==> src/rtl/gis_pkg.sv <==
package gis_pkg;
  localparam int DW     = 32;
  localparam int AW     = 8;

  localparam logic [3:0] SNS_RISE = 4'h8;
  localparam logic [3:0] SNS_FALL = 4'h9;
  localparam logic [3:0] SNS_HIGH = 4'hA;
  localparam logic [3:0] SNS_LOW  = 4'hB;
  localparam logic [3:0] SNS_BOTH = 4'hC;

  localparam logic [AW-1:0] OFS_DETEN  = 8'h14;
  localparam logic [AW-1:0] OFS_UNMSET = 8'h18;
  localparam logic [AW-1:0] OFS_MSKSET = 8'h1C;
  localparam logic [AW-1:0] OFS_RAW    = 8'h20;
  localparam logic [AW-1:0] OFS_MASKED = 8'h24;
  localparam logic [AW-1:0] OFS_ACK    = 8'h28;
  localparam logic [AW-1:0] OFS_SNS0   = 8'h40;
endpackage

==> src/rtl/gis_sync.sv <==
module gis_sync #(
  parameter int W = 32
) (
  input  logic         clk,
  input  logic         rst_n,
  input  logic [W-1:0] async_i,
  output logic [W-1:0] cur_o,
  output logic [W-1:0] prev_o
);
  logic [W-1:0] meta_q, cur_q, prev_q;

  always_ff @(posedge clk or negedge rst_n) begin
    if (!rst_n) begin
      meta_q <= '0;
      cur_q  <= '0;
      prev_q <= '0;
    end else begin
      meta_q <= async_i;
      cur_q  <= meta_q;
      prev_q <= cur_q;
    end
  end

  assign cur_o  = cur_q;
  assign prev_o = prev_q;

  AST_PREV_FOLLOWS: assert property (@(posedge clk) disable iff (!rst_n)
    1'b1 |=> prev_q == $past(cur_q));
endmodule

==> src/rtl/gis_detect.sv <==
module gis_detect
  import gis_pkg::*;
#(
  parameter int NPIN = 32
) (
  input  logic              clk,
  input  logic              rst_n,
  input  logic [4*NPIN-1:0] sense_i,
  input  logic [NPIN-1:0]   en_i,
  input  logic [NPIN-1:0]   cur_i,
  input  logic [NPIN-1:0]   prev_i,
  input  logic [NPIN-1:0]   ack_i,
  output logic [NPIN-1:0]   pend_o
);
  logic [NPIN-1:0] hit, pend_q;

  for (genvar i = 0; i < NPIN; i++) begin : g_pin
    logic [3:0] mode;
    assign mode = sense_i[4*i +: 4];

    always_comb begin
      unique case (mode)
        SNS_RISE: hit[i] =  cur_i[i] & ~prev_i[i];
        SNS_FALL: hit[i] = ~cur_i[i] &  prev_i[i];
        SNS_BOTH: hit[i] =  cur_i[i] ^  prev_i[i];
        SNS_HIGH: hit[i] =  cur_i[i];
        SNS_LOW:  hit[i] = ~cur_i[i];
        default:  hit[i] = 1'b0;
      endcase
    end

    always_ff @(posedge clk or negedge rst_n) begin
      if (!rst_n) pend_q[i] <= 1'b0;
      else        pend_q[i] <= (pend_q[i] & ~ack_i[i]) | (en_i[i] & hit[i]);
    end

    AST_DISABLED_QUIET: assert property (@(posedge clk) disable iff (!rst_n)
      (!en_i[i] && !pend_q[i]) |=> !pend_q[i]);
    AST_LEVEL_HOLDS: assert property (@(posedge clk) disable iff (!rst_n)
      (en_i[i] && ((mode == SNS_HIGH && cur_i[i]) || (mode == SNS_LOW && !cur_i[i])))
      |=> pend_q[i]);
    AST_BAD_CODE_QUIET: assert property (@(posedge clk) disable iff (!rst_n)
      (mode[3] == 1'b0 && !pend_q[i]) |=> !pend_q[i]);
    AST_ACK_CLEARS: assert property (@(posedge clk) disable iff (!rst_n)
      (ack_i[i] && !en_i[i]) |=> !pend_q[i]);
  end

  assign pend_o = pend_q;
endmodule

==> src/rtl/gis_regs.sv <==
module gis_regs
  import gis_pkg::*;
#(
  parameter int NPIN = 32
) (
  input  logic              clk,
  input  logic              rst_n,
  input  logic              we_i,
  input  logic [AW-1:0]     addr_i,
  input  logic [DW-1:0]     wdata_i,
  input  logic [NPIN-1:0]   pend_i,
  output logic [DW-1:0]     rdata_o,
  output logic [NPIN-1:0]   en_o,
  output logic [NPIN-1:0]   unmask_o,
  output logic [4*NPIN-1:0] sense_o,
  output logic [NPIN-1:0]   ack_o
);
  localparam int NSR = NPIN / 8;

  logic [NPIN-1:0] en_q, unm_q;
  logic [DW-1:0]   sns_q [NSR];

  always_ff @(posedge clk or negedge rst_n) begin
    if (!rst_n) begin
      en_q  <= '0;
      unm_q <= '0;
    end else if (we_i) begin
      if (addr_i == OFS_DETEN)  en_q  <= wdata_i[NPIN-1:0];
      if (addr_i == OFS_UNMSET) unm_q <= unm_q | wdata_i[NPIN-1:0];
      if (addr_i == OFS_MSKSET) unm_q <= unm_q & ~wdata_i[NPIN-1:0];
    end
  end

  for (genvar k = 0; k < NSR; k++) begin : g_sns
    localparam logic [AW-1:0] SNS_ADDR = OFS_SNS0 + AW'(4*k);
    always_ff @(posedge clk or negedge rst_n) begin
      if (!rst_n)                            sns_q[k] <= '0;
      else if (we_i && addr_i == SNS_ADDR)   sns_q[k] <= wdata_i;
    end
    assign sense_o[32*k +: 32] = sns_q[k];
  end

  assign ack_o    = (we_i && addr_i == OFS_ACK) ? wdata_i[NPIN-1:0] : '0;
  assign en_o     = en_q;
  assign unmask_o = unm_q;

  always_comb begin
    rdata_o = '0;
    if (addr_i == OFS_DETEN)                              rdata_o = DW'(en_q);
    if (addr_i == OFS_UNMSET || addr_i == OFS_MSKSET)     rdata_o = DW'(unm_q);
    if (addr_i == OFS_RAW)                                rdata_o = DW'(pend_i);
    if (addr_i == OFS_MASKED)                             rdata_o = DW'(pend_i & unm_q);
    for (int k = 0; k < NSR; k++)
      if (addr_i == OFS_SNS0 + AW'(4*k))                  rdata_o = sns_q[k];
  end

  AST_UNMASK_ZERO_BITS: assert property (@(posedge clk) disable iff (!rst_n)
    (we_i && addr_i == OFS_UNMSET) |=> ((unm_q & $past(unm_q)) == $past(unm_q)));
  AST_MASK_ZERO_BITS: assert property (@(posedge clk) disable iff (!rst_n)
    (we_i && addr_i == OFS_MSKSET) |=> ((unm_q | $past(unm_q)) == $past(unm_q)));
endmodule

==> src/rtl/gpio_irq_sense.sv <==
module gpio_irq_sense
  import gis_pkg::*;
#(
  parameter int NPIN = 32
) (
  input  logic            clk,
  input  logic            rst_n,
  input  logic            bus_we,
  input  logic [7:0]      bus_addr,
  input  logic [31:0]     bus_wdata,
  output logic [31:0]     bus_rdata,
  input  logic [NPIN-1:0] pin_i,
  output logic            irq_lo,
  output logic            irq_hi
);
  localparam int HALF = NPIN / 2;

  logic [NPIN-1:0]   cur, prev, en, unmask, ack, pend, active;
  logic [4*NPIN-1:0] sense;

  gis_sync #(.W(NPIN)) u_sync (
    .clk(clk), .rst_n(rst_n), .async_i(pin_i), .cur_o(cur), .prev_o(prev)
  );

  gis_regs #(.NPIN(NPIN)) u_regs (
    .clk(clk), .rst_n(rst_n), .we_i(bus_we), .addr_i(bus_addr),
    .wdata_i(bus_wdata), .pend_i(pend), .rdata_o(bus_rdata),
    .en_o(en), .unmask_o(unmask), .sense_o(sense), .ack_o(ack)
  );

  gis_detect #(.NPIN(NPIN)) u_det (
    .clk(clk), .rst_n(rst_n), .sense_i(sense), .en_i(en),
    .cur_i(cur), .prev_i(prev), .ack_i(ack), .pend_o(pend)
  );

  assign active = pend & unmask;
  assign irq_lo = |active[HALF-1:0];
  assign irq_hi = |active[NPIN-1:HALF];

  AST_ALL_MASKED_QUIET: assert property (@(posedge clk) disable iff (!rst_n)
    (unmask == '0) |-> (!irq_lo && !irq_hi));
  AST_LO_NEEDS_PEND: assert property (@(posedge clk) disable iff (!rst_n)
    (pend[HALF-1:0] == '0) |-> !irq_lo);
  AST_HI_NEEDS_PEND: assert property (@(posedge clk) disable iff (!rst_n)
    (pend[NPIN-1:HALF] == '0) |-> !irq_hi);
endmodule

==> config.mk <==
export PLATFORM = sky130hd
export DESIGN_NAME = gpio_irq_sense
export DESIGN_NICKNAME = d
export VERILOG_FILES = /design/src/rtl/gis_pkg.sv /design/src/rtl/gis_sync.sv /design/src/rtl/gis_detect.sv /design/src/rtl/gis_regs.sv /design/src/rtl/gpio_irq_sense.sv
export SDC_FILE = /design/constraint.sdc
export NUM_CORES = 1
export LEC_CHECK = 0
export BUFFER_PORTS_ARGS = -buffer_cell sky130_fd_sc_hd__buf_4
export CAP_MARGIN = 20
export CORE_ASPECT_RATIO = 1.1
export CORE_UTILIZATION = 41
export CTS_CLUSTER_SIZE = 12
export DETAILED_ROUTE_END_ITERATION = 8
export SLEW_MARGIN = 20
export SYNTH_ARGS = -nofsm -noshare
export SYNTH_HDL_FRONTEND = slang
export SYNTH_SLANG_ARGS = --single-unit
==> constraint.sdc <==
create_clock -name clk -period 3.3 [get_ports clk]
set_clock_uncertainty 0.05 [all_clocks]
set_input_delay 0.165 -clock clk [delete_from_list [all_inputs] [get_ports clk]]
set_output_delay 0.165 -clock clk [all_outputs]
set_load 0.01 [all_outputs]
; ---- After elaboration in Yosys (flattened, before gate mapping)
; Cells that the tools add are included.
[totals]
regBits = 320
input_bits = 75
elab_cells = 557
[op_classes]
eq_ne = 170
muxes = 43
n_bitwise = 292
n_reduce_logical = 11
[op_table]
columns = op, n
row1 = 4-bit equality test (second input constant), 160
row2 = 32-bit 2-to-1 mux, 11
row3 = 1-bit case mux with 5 select lines, 32
row4 = 1-bit bitwise AND, 128
row5 = 1-bit NOT, 96
row6 = 32-bit bitwise AND, 2
row7 = 8-bit by 7-bit equality test with 1-bit output (second input constant), 4
row8 = 32-bit NOT, 1
row9 = 1-bit OR, 32
row10 = 32-bit OR, 1
row11 = 16-bit OR reduction, 2
row12 = 1-bit bitwise XOR, 32
row13 = 8-bit by 5-bit equality test with 1-bit output (second input constant), 3
row14 = 8-bit by 6-bit equality test with 1-bit output (second input constant), 3
row15 = 1-bit logical AND, 5
row16 = 2-bit AND reduction, 2
row17 = 2-bit nonzero test, 1
row18 = 1-bit logical OR, 1

; ---- Longest topological paths before layout
[depth]
word_depth = 9
depth_mapped = 8
depth_no_buf = 6

; ---- Cells and area by module
; A second synthesis with hierarchy kept.
[hier_totals]
cells_unflattened = 1491
hier_area_um2 = 17046.3
[modules_own_cells]
columns = module, instances, cells_per_inst, area_per_inst_um2, seq_area_each_um2
row1 = gis_regs, 1, 912, 10515.1, 4804.6
row2 = gis_detect, 1, 465, 3926.3, 800.8
row3 = gis_sync, 1, 96, 2402.3, 2402.3
row4 = gpio_irq_sense, 1, 18, 202.7, 0.0

; ---- Least setup slack after synthesis
; OpenSTA, ideal clock, no wires.
[synth_path]
path_type = input-to-output
startpoint = in bus_addr[5]
endpoint = out bus_rdata[0]
arrival_ns = 1.819
path_slack_ns = 1.266
cell_stages = 8
path_buffers = 4
path_cell_list = buf_6 -> or4b_1 -> buf_2 -> or2_2 -> clkbuf_1 -> clkbuf_1 -> o32ai_1 -> o2bb2ai_1
[synth_between]
elab_chain_cells = 9
word_cells_on_any_way = 18
classes_between = 9 x eq/ne / 8 x mux / 1 x reduce/logical
[synth_lines]
columns = element, line
row1 = from (decl), gpio_irq_sense.sv:9  ; input logic [7:0] bus_addr,
row2 = "8-bit by 5-bit equality test with 1-bit output, on equally long branches", "gis_regs.sv:49, gis_regs.sv:50"
row3 = 32-bit 2-to-1 mux / 1-bit logical OR (equally long branches), "gis_regs.sv:49, gis_regs.sv:50"
row4 = 32-bit 2-to-1 mux, gis_regs.sv:50  ; if (addr_i == OFS_UNMSET || addr_i == OFS_MSKSET) rdata_o = DW'(unm_q);
row5 = 32-bit 2-to-1 mux, gis_regs.sv:51  ; if (addr_i == OFS_RAW) rdata_o = DW'(pend_i);
row6 = 32-bit 2-to-1 mux, gis_regs.sv:52  ; if (addr_i == OFS_MASKED) rdata_o = DW'(pend_i & unm_q);
row7 = 32-bit 2-to-1 mux (3 in series), gis_regs.sv:54  ; if (addr_i == OFS_SNS0 + AW'(4*k)) rdata_o = sns_q[k];
row8 = 32-bit 2-to-1 mux *, gis_regs.sv:54
row9 = to (decl), gpio_irq_sense.sv:11  ; output logic [31:0] bus_rdata,
; Every way passes the cells marked *; elsewhere a longest branch is shown, timed or not.

; ---- Final worst setup path
[layout_path]
startpoint = in bus_addr[7]
endpoint = out bus_rdata[9]
; Same word-level chain as after synthesis.

==> summary.md <==
| Metric | Value |
|---|---|
| TritonCTS Sinks | 320 |
| Residual DRC count | 0 |
| CP Launch Type | input port |
| Buffer type at the clock tree root | clkbuf_16 |
| Reg-to-reg setup timing slack | 1.42 ns |
| YS warnings | 0 |
| Via-per-instance ratio | 5.79 |
| Synthesized area per cell | 11.9 µm² |
| Die Footprint | 40200 µm² |
| Count of instances resized after the clock tree is built | 0 |
| Number of iterations in the first detailed-routing pass | 5 |
| Maximum number of buffers from clock root to sink | 3 |
| Post-synthesis sequential area ratio | 0.495 |
| Endpoint required time on the critical path | 3.08 ns |
| Placer Congestion | about 0.87 |
| Htree depth | 2 |
| Share of the clock period used by the worst path after layout | 0.838 |
| Top cells by area, synth | dfrtp_1, mux2_2, ha_1 |
| Summed instance area of the synthesized netlist | 16200 µm² |
| Pwr dens | 480 nW/µm² |
| Final setup vio count | 0 |
| Total clock buffers created by CTS | 38 |
| Total I/O pin count | 109 |
| Peak supply drop | between 0.3 and 0.4 mV |
| Setup repair after global routing missed its margin | false |
| Syn-to-layout area delta | 20.9% |
| Clock transition at path regs | 0.06 ns |
| Hold buffer count at CTS | 65 |
| Total of flip-flops plus latches after synthesis | 320 |
| Final hold violation count | 0 |
| Vias in the first global route | about 12000 |
| Worst-path fanout max | 25 |
| Leading cell types in the layout, fill and taps excluded | dfrtp_1, mux2_2, buf_4 |
| Critical path start-end classification | input port to primary output |
| Arrival time at the worst endpoint | 2.55 ns |
| Total number of nets in the final design | 1675 |
| Share of the synthesized area in the top cell type | 0.495 |
| Top cell type by total area after synthesis | dfrtp_1 |
| Number of inserted filler cells in the final layout | 3437 |
| Aggregate global-route resource usage | 0.239 |
| Row Count | 75 |
| Result of the run | finished clean |
| Dominant register cell in the synthesized netlist | dfrtp_1 |
| Most common library cell in the layout ignoring fill and taps | dfrtp_1 |
| Antenna-violating nets left | 0 |
| Total wirelength of the detailed-routed design | 47.4 mm |
| CP Capture Type | primary output |
| Reported leakage power | approximately 9.1 nW |
| DR iter-0 viols | 941 |
| Final Max Slew Viols | 0 |
| Clk Latency, worst-skew pair | 0.54 ns |
| Total number of vias | about 12000 |
| Maximum operating frequency | roughly 360 MHz |
| Die Y-Extent | between 200 and 250 µm |
| Largest net degree at the start of global routing | 100 |
| Area inside the core boundary | just under 40000 µm² |
| Synth Instances | about 1400 |
| Wire length of the first global-routing pass | 72.7 mm |
| Relative slew margins | 0.379 |
| Post-CTS Setup Bufs | 0 |
| Horizontal die dimension | between 150 and 200 µm |
| Total Neg Setup Slack | 0 ns |
| TritonCTS clock tree | done |
| Remaining global-route overflow | 0 |
| Max_cap viols | 0 |
| Asr flop ratio synth | 1.00 |
| Synth unique cells | 52 |
| Post-DP HPWL | 31.7 mm |
| Syn nets | 1499 |
| Initial Util | 0.420 |
| Fraction of final layout cells with drive strength greater than 1 | 0.289 |
| Crit path time final | 2.76 ns |
| Number of diodes | 0 |
| Average routed wire per standard cell | 23.0 µm |
| Worst slew pin tran | 0.927 ns |
| Number of antenna violations at the first check in global routing | 0 |
| Input/output buffers | 108 |
| Overall power | roughly 9.4 mW |
| Hold WC Path Type | input port to async pin |
| Number of enable-type register cells in the synthesized netlist | 0 |
[through the flow]
step                      cells  worst slack (ns)  cell area (µm²)  hold slack, ns  utilization
after floorplan            1360              1.27            16200          -0.181            -
after global placement     1931             0.592            17600           0.218        0.458
after detailed placement   1931             0.593            17600           0.225        0.458
after global routing       2063             0.515            19500           0.213        0.508
after CTS                  2063             0.583            19500           0.199        0.508
final                      2063             0.536            19500           0.229        0.508
[power by group]
group / switching, mW / internal [mW] / total, mW / leakage, nW
registers: 0.193 / 4.11 / 4.30 / 4.21
clock network: 1.63 / 2.61 / 4.24 / 0.630
logic: 0.444 / 0.393 / 0.837 / 4.23
[state kept, by name (all words and copies together) (netlist names), named ones only]
register,flops
u_sync.prev_o,32
u_det.pend_o,32
u_regs.en_o,32
u_sync.cur_o,32
u_regs.sense_o,128
u_sync.meta_q,32
[kinds of logic after synthesis]
family / Yosys count / share of synthesized area
adders and majority gates: 64 / 0.0495
and+or+nand+nor: 238 / 0.0738
buffers and inverters: 145 / 0.0393
AOI/OAI and AO/OA: 273 / 0.126
muxes: 287 / 0.198
DFF: 320 / 0.495
xor gates and xnor gates: 33 / 0.0179
[synth_stat cells (10+ instances only)]
cell type	count
o32ai_1	21
nand2_1	103
a211oi_1	27
ha_1	64
a22oi_1	29
nor2_1	30
a22o_1	10
a32o_1	32
mux2_4	10
a21oi_1	18
nor3_1	38
inv_1	68
nand2b_1	23
mux2i_1	57
xor2_1	33
dfrtp_1	320
buf_2	18
o21ai_0	53
a31oi_1	26
o2bb2ai_1	21
mux2_2	219
clkbuf_1	44
[area by class of cell]
cell class	count	area (µm²)	share of cell area
clock buffers	63	1230	0.0629
flip-flops and latches	320	8010	0.410
well taps	500	626	0.0320
repair buffers	212	1810	0.0927
inverters	69	259	0.0133
multi-input cells	895	7550	0.387
clock inverters	4	48.8	0.00250
[worst max-delay path, cell delays in order]
cell and delay [ns]:
buf_4 0.14, or4b_1 0.79, or2_2 0.68, o22ai_1 0.27
a2bb2oi_1 0.31, buf_4 0.18
[per-layer routing]
metal  vias to the layer above  share of wire  GRT usage
li1                       5345              -          -
met5                         -              0          0
met3                       106          0.068     0.0386
met1                      6048           0.43      0.323
met4                         0          0.031     0.0895
met2                       449           0.47      0.385
[path summary, 6_finish.rpt]
kind | from | end | cells after the start
hold / removal | rst_n | u_sync.meta_q[28] | 2
hold reg to reg | u_sync.meta_q[4] | u_sync.cur_o[4] | 0
max in group asynchronous | rst_n | u_sync.meta_q[7] | 3
min in group clk | pin_i[17] | u_sync.meta_q[17] | 2
setup reg to reg | u_sync.cur_o[17] | u_det.pend_o[17] | 6
setup / recovery | bus_addr[7] | bus_rdata[9] | 6
No activity file was read; power rests on OpenSTA's default activity.
